File: src/rtl/dram_rfsh_pkg.sv
package dram_rfsh_pkg;

    typedef enum logic [2:0] {
        S_PAUSE,
        S_PRIME,
        S_IDLE,
        S_RUN,
        S_SR_PRE,
        S_SR,
        S_SR_POST
    } seq_st_t;

    typedef enum logic [1:0] {
        E_IDLE,
        E_SETUP,
        E_ACT,
        E_PRE
    } eng_st_t;

    // nanoseconds to clock cycles, rounded up, never below one
    function automatic int unsigned ns2cyc(longint unsigned ns, longint unsigned ps);
        longint unsigned c;
        c = (ns * 64'd1000 + ps - 64'd1) / ps;
        if (c == 64'd0) c = 64'd1;
        return 32'(c);
    endfunction

    function automatic int unsigned umax(int unsigned a, int unsigned b);
        return (a > b) ? a : b;
    endfunction

endpackage

File: src/rtl/dram_cbr_engine.sv
module dram_cbr_engine
    import dram_rfsh_pkg::*;
#(
    parameter int unsigned CSR  = 1,
    parameter int unsigned RAS  = 6,
    parameter int unsigned RP   = 4,
    parameter int unsigned RPS  = 11,
    parameter int unsigned RASS = 10000
) (
    input  logic clk,
    input  logic rst,
    input  logic start,
    input  logic hold,
    output logic ras_n,
    output logic cas_n,
    output logic idle,
    output logic done
);
    localparam int unsigned MAXT = umax(umax(CSR, RAS), umax(umax(RP, RPS), RASS));
    localparam int TW = $clog2(MAXT + 1);

    eng_st_t        st;
    logic [TW-1:0]  cnt;
    logic [TW-1:0]  lcnt;
    logic           long_hold;

    assign long_hold = (lcnt >= TW'(RASS));

    always_ff @(posedge clk) begin
        if (rst) begin
            st   <= E_IDLE;
            cnt  <= '0;
            lcnt <= '0;
        end else begin
            case (st)
                E_IDLE: begin
                    if (start) begin
                        st  <= E_SETUP;
                        cnt <= TW'(CSR - 1);
                    end
                end
                E_SETUP: begin
                    if (cnt == '0) begin
                        st   <= E_ACT;
                        cnt  <= TW'(RAS - 1);
                        lcnt <= TW'(1);
                    end else begin
                        cnt <= cnt - 1'b1;
                    end
                end
                E_ACT: begin
                    if (!long_hold) lcnt <= lcnt + 1'b1;
                    if (cnt != '0) begin
                        cnt <= cnt - 1'b1;
                    end else if (!hold) begin
                        st  <= E_PRE;
                        cnt <= long_hold ? TW'(RPS - 1) : TW'(RP - 1);
                    end
                end
                default: begin
                    if (cnt == '0) st <= E_IDLE;
                    else           cnt <= cnt - 1'b1;
                end
            endcase
        end
    end

    assign idle  = (st == E_IDLE);
    assign done  = (st == E_PRE) && (cnt == '0);
    assign cas_n = !((st == E_SETUP) || (st == E_ACT));
    assign ras_n = (st != E_ACT);

endmodule

File: src/rtl/dram_rfsh_timer.sv
module dram_rfsh_timer
    import dram_rfsh_pkg::*;
#(
    parameter int unsigned INT_CYC = 1560,
    parameter int unsigned WIN_CYC = 3200000
) (
    input  logic clk,
    input  logic rst,
    input  logic en,
    input  logic clr,
    input  logic burst,
    output logic tick
);
    localparam int TW = $clog2(umax(INT_CYC, WIN_CYC) + 1);

    logic [TW-1:0] cnt;
    logic [TW-1:0] lim;

    assign lim  = burst ? TW'(WIN_CYC - 1) : TW'(INT_CYC - 1);
    assign tick = en && (cnt >= lim);

    always_ff @(posedge clk) begin
        if (rst || clr)   cnt <= '0;
        else if (tick)    cnt <= '0;
        else if (en)      cnt <= cnt + 1'b1;
    end

endmodule

File: src/rtl/dram_rfsh_count.sv
module dram_rfsh_count #(
    parameter int CNT_W = 12
) (
    input  logic             clk,
    input  logic             rst,
    input  logic             clr,
    input  logic             inc,
    input  logic [CNT_W-1:0] target,
    output logic             hit
);
    logic [CNT_W-1:0] cnt;

    always_ff @(posedge clk) begin
        if (rst || clr) cnt <= '0;
        else if (inc)   cnt <= cnt + 1'b1;
    end

    assign hit = (cnt == target);

endmodule

File: src/rtl/dram_rfsh_seq.sv
module dram_rfsh_seq
    import dram_rfsh_pkg::*;
#(
    parameter int unsigned CLK_PS   = 10000,
    parameter int unsigned PAUSE_NS = 200000,
    parameter int unsigned INT_NS   = 15600,
    parameter int unsigned WIN_NS   = 32000000,
    parameter int unsigned CSR_NS   = 10,
    parameter int unsigned RAS_NS   = 60,
    parameter int unsigned RP_NS    = 40,
    parameter int unsigned RPS_NS   = 110,
    parameter int unsigned RASS_NS  = 100000,
    parameter int unsigned ROWS     = 2048,
    parameter int unsigned PRIME_N  = 8,
    parameter int          CNT_W    = 12
) (
    input  logic clk,
    input  logic rst,
    input  logic burst_mode,
    input  logic sr_req,
    input  logic acc_req,
    output logic acc_gnt,
    output logic ras_n,
    output logic cas_n,
    output logic mem_ready,
    output logic sr_active
);
    localparam int unsigned PAUSE_CYC = ns2cyc(PAUSE_NS, CLK_PS);
    localparam int unsigned INT_CYC   = ns2cyc(INT_NS, CLK_PS);
    localparam int unsigned WIN_CYC   = ns2cyc(WIN_NS, CLK_PS);
    localparam int unsigned CSR_CYC   = ns2cyc(CSR_NS, CLK_PS);
    localparam int unsigned RAS_CYC   = ns2cyc(RAS_NS, CLK_PS);
    localparam int unsigned RP_CYC    = ns2cyc(RP_NS, CLK_PS);
    localparam int unsigned RPS_CYC   = ns2cyc(RPS_NS, CLK_PS);
    localparam int unsigned RASS_CYC  = ns2cyc(RASS_NS, CLK_PS);
    localparam int          PW        = $clog2(PAUSE_CYC + 1);

    seq_st_t           st;
    logic [PW-1:0]     pcnt;
    logic [CNT_W-1:0]  target;
    logic [CNT_W-1:0]  mode_target;
    logic              pending;
    logic              gnt;
    logic              rdy;

    logic eng_start, eng_hold, eng_idle, eng_done;
    logic cnt_clr, cnt_hit, seq_done;
    logic tick, tmr_en, tmr_clr, pend_clr;
    logic in_seq;

    assign mode_target = burst_mode ? CNT_W'(ROWS) : CNT_W'(1);
    assign in_seq      = (st == S_PRIME) || (st == S_RUN) || (st == S_SR_PRE) ||
                         (st == S_SR) || (st == S_SR_POST);
    assign eng_start   = in_seq && eng_idle && !cnt_hit;
    assign eng_hold    = (st == S_SR) && sr_req;
    assign seq_done    = eng_idle && cnt_hit;
    assign tmr_en      = rdy && ((st == S_IDLE) || (st == S_RUN));
    assign tmr_clr     = (st == S_SR);

    always_comb begin
        cnt_clr  = 1'b0;
        pend_clr = 1'b0;
        case (st)
            S_PAUSE:   cnt_clr = (pcnt == PW'(PAUSE_CYC - 1));
            S_IDLE: begin
                if (!gnt && (pending || sr_req)) begin
                    cnt_clr  = 1'b1;
                    pend_clr = 1'b1;
                end
            end
            S_SR_PRE:  cnt_clr = seq_done;
            S_SR:      cnt_clr = seq_done;
            default:   cnt_clr = 1'b0;
        endcase
    end

    always_ff @(posedge clk) begin
        if (rst) begin
            st     <= S_PAUSE;
            pcnt   <= '0;
            target <= '0;
            gnt    <= 1'b0;
            rdy    <= 1'b0;
        end else begin
            case (st)
                S_PAUSE: begin
                    pcnt <= pcnt + 1'b1;
                    if (pcnt == PW'(PAUSE_CYC - 1)) begin
                        st     <= S_PRIME;
                        target <= CNT_W'(PRIME_N);
                    end
                end
                S_PRIME: begin
                    if (seq_done) begin
                        st  <= S_IDLE;
                        rdy <= 1'b1;
                    end
                end
                S_IDLE: begin
                    if (gnt) begin
                        if (!acc_req) gnt <= 1'b0;
                    end else if (pending) begin
                        st     <= S_RUN;
                        target <= mode_target;
                    end else if (sr_req) begin
                        st     <= S_SR_PRE;
                        target <= mode_target;
                    end else if (acc_req) begin
                        gnt <= 1'b1;
                    end
                end
                S_RUN: begin
                    if (seq_done) st <= S_IDLE;
                end
                S_SR_PRE: begin
                    if (seq_done) begin
                        st     <= S_SR;
                        target <= CNT_W'(1);
                    end
                end
                S_SR: begin
                    if (seq_done) begin
                        st     <= S_SR_POST;
                        target <= mode_target;
                    end
                end
                default: begin
                    if (seq_done) st <= S_IDLE;
                end
            endcase
        end
    end

    always_ff @(posedge clk) begin
        if (rst)           pending <= 1'b0;
        else if (pend_clr) pending <= 1'b0;
        else if (tick)     pending <= 1'b1;
    end

    dram_cbr_engine #(
        .CSR(CSR_CYC), .RAS(RAS_CYC), .RP(RP_CYC), .RPS(RPS_CYC), .RASS(RASS_CYC)
    ) u_eng (
        .clk(clk), .rst(rst), .start(eng_start), .hold(eng_hold),
        .ras_n(ras_n), .cas_n(cas_n), .idle(eng_idle), .done(eng_done)
    );

    dram_rfsh_timer #(
        .INT_CYC(INT_CYC), .WIN_CYC(WIN_CYC)
    ) u_tmr (
        .clk(clk), .rst(rst), .en(tmr_en), .clr(tmr_clr),
        .burst(burst_mode), .tick(tick)
    );

    dram_rfsh_count #(
        .CNT_W(CNT_W)
    ) u_cnt (
        .clk(clk), .rst(rst), .clr(cnt_clr), .inc(eng_done),
        .target(target), .hit(cnt_hit)
    );

    assign acc_gnt   = gnt;
    assign mem_ready = rdy;
    assign sr_active = (st == S_SR);

endmodule

File: config.mk
export PLATFORM = sky130hd
export DESIGN_NAME = dram_rfsh_seq
export DESIGN_NICKNAME = d
export VERILOG_FILES = /design/src/rtl/dram_rfsh_pkg.sv /design/src/rtl/dram_cbr_engine.sv /design/src/rtl/dram_rfsh_timer.sv /design/src/rtl/dram_rfsh_count.sv /design/src/rtl/dram_rfsh_seq.sv
export SDC_FILE = /design/constraint.sdc
export NUM_CORES = 1
export LEC_CHECK = 0
export BUFFER_PORTS_ARGS = -buffer_cell sky130_fd_sc_hd__buf_2
export CORE_ASPECT_RATIO = 0.6
export CORE_MARGIN = 3
export CORE_UTILIZATION = 51
export DETAILED_ROUTE_END_ITERATION = 12
export PLACE_DENSITY = 0.63
export SLEW_MARGIN = 20
export SYNTH_ARGS = -nofsm -noshare
export SYNTH_HDL_FRONTEND = slang
export SYNTH_SLANG_ARGS = --single-unit
File: constraint.sdc
create_clock -name clk -period 2.8 [get_ports clk]
set_clock_uncertainty 0.2 [all_clocks]
set_input_delay 0.56 -clock clk [delete_from_list [all_inputs] [get_ports clk]]
set_output_delay 0.56 -clock clk [all_outputs]
set_load 0.005 [all_outputs]
== Yosys cells after proc, flatten, opt, wreduce, memory -nomap -nowiden ==
Index checks and enable logic that the tools add are counted.

* Input port bits: 5
* Output and inout port bits: 5
* Bits in registers: 97
* Logic and storage cells: 119

* Eq/ne operators: 24
* Magnitude comparators: 2
* Add/sub/neg operators: 5
* Multiplexer cells: 40
* Reduce and logical (&&, ||, !) cells: 37

{| class="wikitable"
|+ Operators by type and width
! cell !! number
|-
| 14-bit 2-to-1 mux || 7
|-
| 12-bit 2-to-1 mux || 7
|-
| 12-bit case mux with 4 select lines || 1
|-
| 14-bit case mux with 3 select lines || 1
|-
| 14-bit case mux with 2 select lines || 1
|-
| 22-bit by 1-bit adder with 22-bit output, second input constant || 1
|-
| 22-bit >= comparator || 1
|-
| 22-bit 2-to-1 mux || 1
|-
| 3-bit 2-to-1 mux || 7
|-
| 2-bit inequality test, second input constant || 9
|-
| 15-bit by 1-bit adder with 15-bit output, second input constant || 1
|-
| 15-bit == test, second input constant || 1
|-
| 14-bit by 1-bit adder with 14-bit output, second input constant || 1
|-
| 14-bit >= comparator, second input constant || 1
|-
| 14-bit zero test || 1
|-
| 14-bit nonzero test || 1
|-
| 14-bit by 1-bit subtractor with 14-bit output, second input constant || 1
|-
| 12-bit by 1-bit adder with 12-bit output, second input constant || 1
|-
| 12-bit == test || 1
|-
| 3-bit case mux with 4 select lines || 1
|-
| 6-bit AND reduction || 2
|-
| 2-bit 2-to-1 mux || 5
|-
| 3-bit == test, second input constant || 3
|-
| 1-bit logical OR || 9
|-
| other kinds (22) || 43
|}

== Longest topological paths before layout ==
* Depth in word-level cells: 9
* Mapped depth: 9
* Gate-level depth less buffers: 7

== Cells and area by module ==
A second synthesis with hierarchy kept.

* Cells, all modules: 576
* Area total of the unflattened synthesis: 4912.2 um^2

{| class="wikitable"
|+ Modules (own cells, without submodules)
! module !! instances !! cells an instance !! sequential area each (um^2) !! area an instance (um^2)
|-
| dram_cbr_engine || 1 || 212 || 600.6 || 1737.9
|-
| dram_rfsh_timer || 1 || 142 || 440.4 || 1305.0
|-
| dram_rfsh_seq || 1 || 145 || 480.5 || 1181.1
|-
| dram_rfsh_count || 1 || 77 || 240.2 || 688.2
|}

== Least setup slack after synthesis ==
OpenSTA, ideal clock, no wires.

* Path type: register to register
* Start: register u_eng.st[0]
* End: register u_eng.cnt[3]
* Setup time: 0.086 ns
* Path slack: 0.322 ns
* Required time: 2.514 ns
* Buffers on the path: 2
* Clock period less this slack: 2.478 ns
* Data arrival time: 2.193 ns
* Cell stages (with the launch flop): 10
* Cell sequence: dfxtp_1 -> inv_1 -> ha_1 -> or4b_4 -> nor4_4 -> a22o_2 -> buf_6 -> buf_8 -> nor2_1 -> a211oi_1

* Cells in the longest elaborated chain, start to end: 5
* Elaborated cells between the ends (all ways): 10
* Classes of those cells: eq/ne: 5; mux: 1; reduce/logical: 4

{| class="wikitable"
|+ Ends and longest elaborated chain
! item !! RTL line !! text
|-
| start, declared || dram_cbr_engine.sv:22 || <nowiki>eng_st_t st;</nowiki>
|-
| start signal, assigned || dram_cbr_engine.sv:31 || <nowiki>st <= E_IDLE;</nowiki>
|-
| start signal, assigned || dram_cbr_engine.sv:38 || <nowiki>st <= E_SETUP;</nowiki>
|-
| start signal, assigned || dram_cbr_engine.sv:44 || <nowiki>st <= E_ACT;</nowiki>
|-
| 2-bit zero test || dram_cbr_engine.sv:35, dram_cbr_engine.sv:68 ||
|-
| 1-bit logical AND (2 in a row) || dram_rfsh_seq.sv:54 || <nowiki>assign eng_start = in_seq && eng_idle && !cnt_hit;</nowiki>
|-
| 2-bit inequality test (no source line) || n/a ||
|-
| 3-bit AND reduction (no source line) || n/a ||
|-
| end signal, assigned || dram_cbr_engine.sv:54 || <nowiki>cnt <= cnt - 1'b1;</nowiki>
|-
| end signal, assigned || dram_cbr_engine.sv:57 || <nowiki>cnt <= long_hold ? TW'(RPS - 1) : TW'(RP - 1);</nowiki>
|-
| end signal, assigned || dram_cbr_engine.sv:62 || <nowiki>else cnt <= cnt - 1'b1;</nowiki>
|-
| end, declared || dram_cbr_engine.sv:23 || <nowiki>logic [TW-1:0] cnt;</nowiki>
|}

Several ways; a longest one is shown, not always the timed one.
A chain may end at the register's enable or synchronous reset.

== Worst setup path in the final report ==
* Start: register u_eng.st[0]
* End: register u_eng.cnt[7]

The elaborated chain is that of the path after synthesis.

==> key figures <==
Status
  • Status: completed

Route
  • Final ANT Viol Nets: 0
  • Final WL: 11.6 mm
  • First-pass iteration count of the detailed router: 5
  • Drt drc: 0
  • Via Count: 4341
  • Via-per-instance ratio: 5.95
  • Drt wl/cell: 15.9 µm
  • DRC violation total after the first TritonRoute iteration: 371

Floorplan
  • Die Y: 81.9 µm
  • Rows: 26
  • I/O pin cnt: 10
  • Die width: 132 µm
  • Initial core utilization: 54.9%
  • Core Area: 0.00891 mm²
  • Die ar.: 0.0108 mm²

Cells and area
  • Final core occ: 61.4%
  • Share of cells above drive strength 1: 10.4%
  • Layout fillers: 823
  • Layout Nets: 628
  • Area Growth Syn to Fin: 11.8%
  • Antenna cell count: 0

Logic synthesis
  • Main combinational cell family by area after synthesis: simple AND/OR/NAND/NOR gates
  • Ranking of synthesized cells by area: dfxtp_1, ha_1, xnor2_1
  • Top-count cell post-synth: dfxtp_1
  • Distinct cells, synth: 63
  • Cell count after synthesis: 583
  • Synth Area in Compound Gates: 15.0%
  • Syn Nets: 611
  • Synthesized cell area: 0.00489 mm²
  • EDFF count, synth: 0
  • Yosys top cell area share: 36.0%
  • Flops & latches, synth: 88
  • Commonest cells in the netlist: dfxtp_1, nor2_1, nor3_1, a21oi_1, nand2_1
  • Synth Area per Inst: 8.39 µm²
  • Top_reg_cell synth: dfxtp_1
  • Synth Area in Adders: 5.88%
  • Simple-gate portion of the synthesized area: 29.7%
  • Mux contribution to synthesized area: 1.05%
  • Post-synthesis sequential area ratio: 36.0%
  • Post-Synth XOR/XNOR Area: 8.06%
  • Share of flip-flops with an asynchronous set or reset: 0%
  • Synth area leader: dfxtp_1
  • Synth warnings: 0

CTS
  • # clock sinks: 88
  • CTS tree: built
  • Setup Fix Bufs, Post-CTS: 0
  • Worst-Skew Late Latency: 340 ps
  • Clk slew on worst S/H paths: 60 ps
  • Max Buffers Root-to-Sink: 2
  • CTS root buffer: clkbuf_16
  • CTS buffer count: 9
  • H-tree depth: 3

Global routing
  • Vias in the first global route: 3931
  • Grt ovf: 0
  • Initial antenna violation count: 0
  • Global-route wire length before repair: 19.8 mm
  • Largest net degree at the start of global routing: 31
  • GR Util All Layers: 22.6%

Worst setup path
  • Critical path required time: 2870 ps
  • Crit-path cells: inv_1 > ha_1 > or4b_4 > nor4_4 > a22o_4 > buf_4 > o31ai_1 > a21oi_1
  • Worst-path fanout max: 19
  • Reg2Reg Depth: 8
  • CP endpoint kind: flop
  • Critical Path AT: 2720 ps
  • Class of the most critical setup path: reg2reg
  • Worst path slowest cell: or4b_4
  • Type of origin of the critical path: flop
  • Critical Path Max Stage Delay: 490 ps

Timing
  • Pin slew with the least headroom to its limit: 711 ps
  • RSZ-0062 raised after global routing: no
  • Final hold viol count: 0
  • Slew Limit Fails: 0
  • Final setup fails: 0
  • Slew HR: 52.2%
  • Final setup TNS: 0 ps
  • Final worst slack: 151 ps
  • Final worst path period share: 94.6%
  • Post-layout min period: 2650 ps
  • Maximum clock frequency: 378 MHz

Place
  • Input/output buffers: 9
  • Setup WS pre-CTS: 86.3 ps
  • Post-DP HPWL: 8.53 mm
  • Global placement routability congestion: 0.854

Min path
  • Min-delay worst type: reg2reg
  • Hold path cells: 2

Job
  • Max Cap Viol: 0

Power and ir drop
  • Lkg Pwr: 1.96 nW
  • Peak VDD IR: 0.285 mV
  • Total Power: 2.57 mW
  • Pwr Density: 471 mW/mm²
==> timing repair <==
| item | 4_1_cts | 5_1_grt |
|---|---|---|
| endpoints found under the hold margin | 0 | 0 |
| gates resized for setup | 0 | 2 |
| hold buffers | 0 | 0 |
| endpoints found under the setup margin | 0 | 18 |
==> flip-flops by register name, indices dropped and copies added (netlist names), 2 cells and up <==
signal,flops
u_tmr.cnt,22
pcnt,15
u_eng.cnt,14
u_eng.lcnt,14
u_cnt.cnt,12
st,3
target,3
u_eng.st,2
==> critical path, delay by kind of cell (launching register included) <==
| kind | cells | cell delay [ps] |
|---|---|---|
| compound gates | 3 | 530 |
| simple gates | 2 | 970 |
| fa+ha+maj | 1 | 200 |
| flops | 1 | 350 |
| buf+inv | 2 | 340 |
==> metrics by stage <==
| step | area (µm²) | hold slack (ps) | instances |
|---|---|---|---|
| 3_3_place_gp | 5150 | 267 | 715 |
| 4_1_cts | 5460 | 279 | 730 |
| 6_report | 5470 | 282 | 730 |
| 5_1_grt | 5470 | 307 | 730 |
| 3_5_place_dp | 5150 | 273 | 715 |
| 2_1_floorplan | 4890 | 248 | 583 |
==> power breakdown <==
part | internal [mW] | switching [mW]
Sequential | 1.26 | 0.00375
Clock | 0.778 | 0.475
Combinational | 0.0221 | 0.0400
Total | 2.06 | 0.519
==> logic make-up (layout without fill, tap and decap cells) <==
family,count (synthesis),count (layout)
xor gates and xnor gates,45,45
DFF,88,88
and+or+nand+nor,259,259
muxes,5,5
adders and majority gates,23,23
buffers and inverters,48,69
AOI/OAI and AO/OA,115,115
==> final cells by class <==
cell class                 count  area [µm²]  share of cell area [%]
sequential                    88        1760                    32.2
inverter                      21        78.8                    1.44
timing repair buffer          33         225                    4.12
tap                          126         158                    2.88
clock buffer                  12         236                    4.32
multi-input combinational    447        2940                    53.8
clock inverter                 3        67.6                    1.24
==> cells in the final DEF, fill, tap and decap left out, types with 22 or more instances in the layout <==
| master | synthesis | layout |
|---|---|---|
| o21ai_0 | 23 | 23 |
| ha_1 | 23 | 23 |
| nor3_1 | 40 | 40 |
| nand3_1 | 28 | 28 |
| buf_4 | 1 | 24 |
| nand2_1 | 37 | 37 |
| dfxtp_1 | 88 | 88 |
| xnor2_1 | 23 | 23 |
| a21oi_1 | 39 | 39 |
| nand4_1 | 22 | 22 |
| xor2_1 | 22 | 22 |
| nor2_1 | 49 | 49 |
==> path summary, 6_finish.rpt <==
path                                 start                         to  slack (ps)
setup / recovery  u_eng.st[0]$_SDFFE_PP0P_  u_eng.cnt[7]$_SDFFE_PP0P_         150
hold / removal      target[0]$_SDFFE_PP0P_     target[0]$_SDFFE_PP0P_         280
setup reg to reg  u_eng.st[0]$_SDFFE_PP0P_  u_eng.cnt[7]$_SDFFE_PP0P_         150
hold reg to reg     target[0]$_SDFFE_PP0P_     target[0]$_SDFFE_PP0P_         280
==> routing by layer <==
metal  vias to the layer above  wire (µm)  GRT usage, %
met5                         -          0             0
li1                       2190          -             -
met3                         7        674          5.26
met4                         0         80          5.39
met2                       107       4510          31.5
met1                      2037       6320          34.5
No activity file was read; power rests on OpenSTA's default activity.
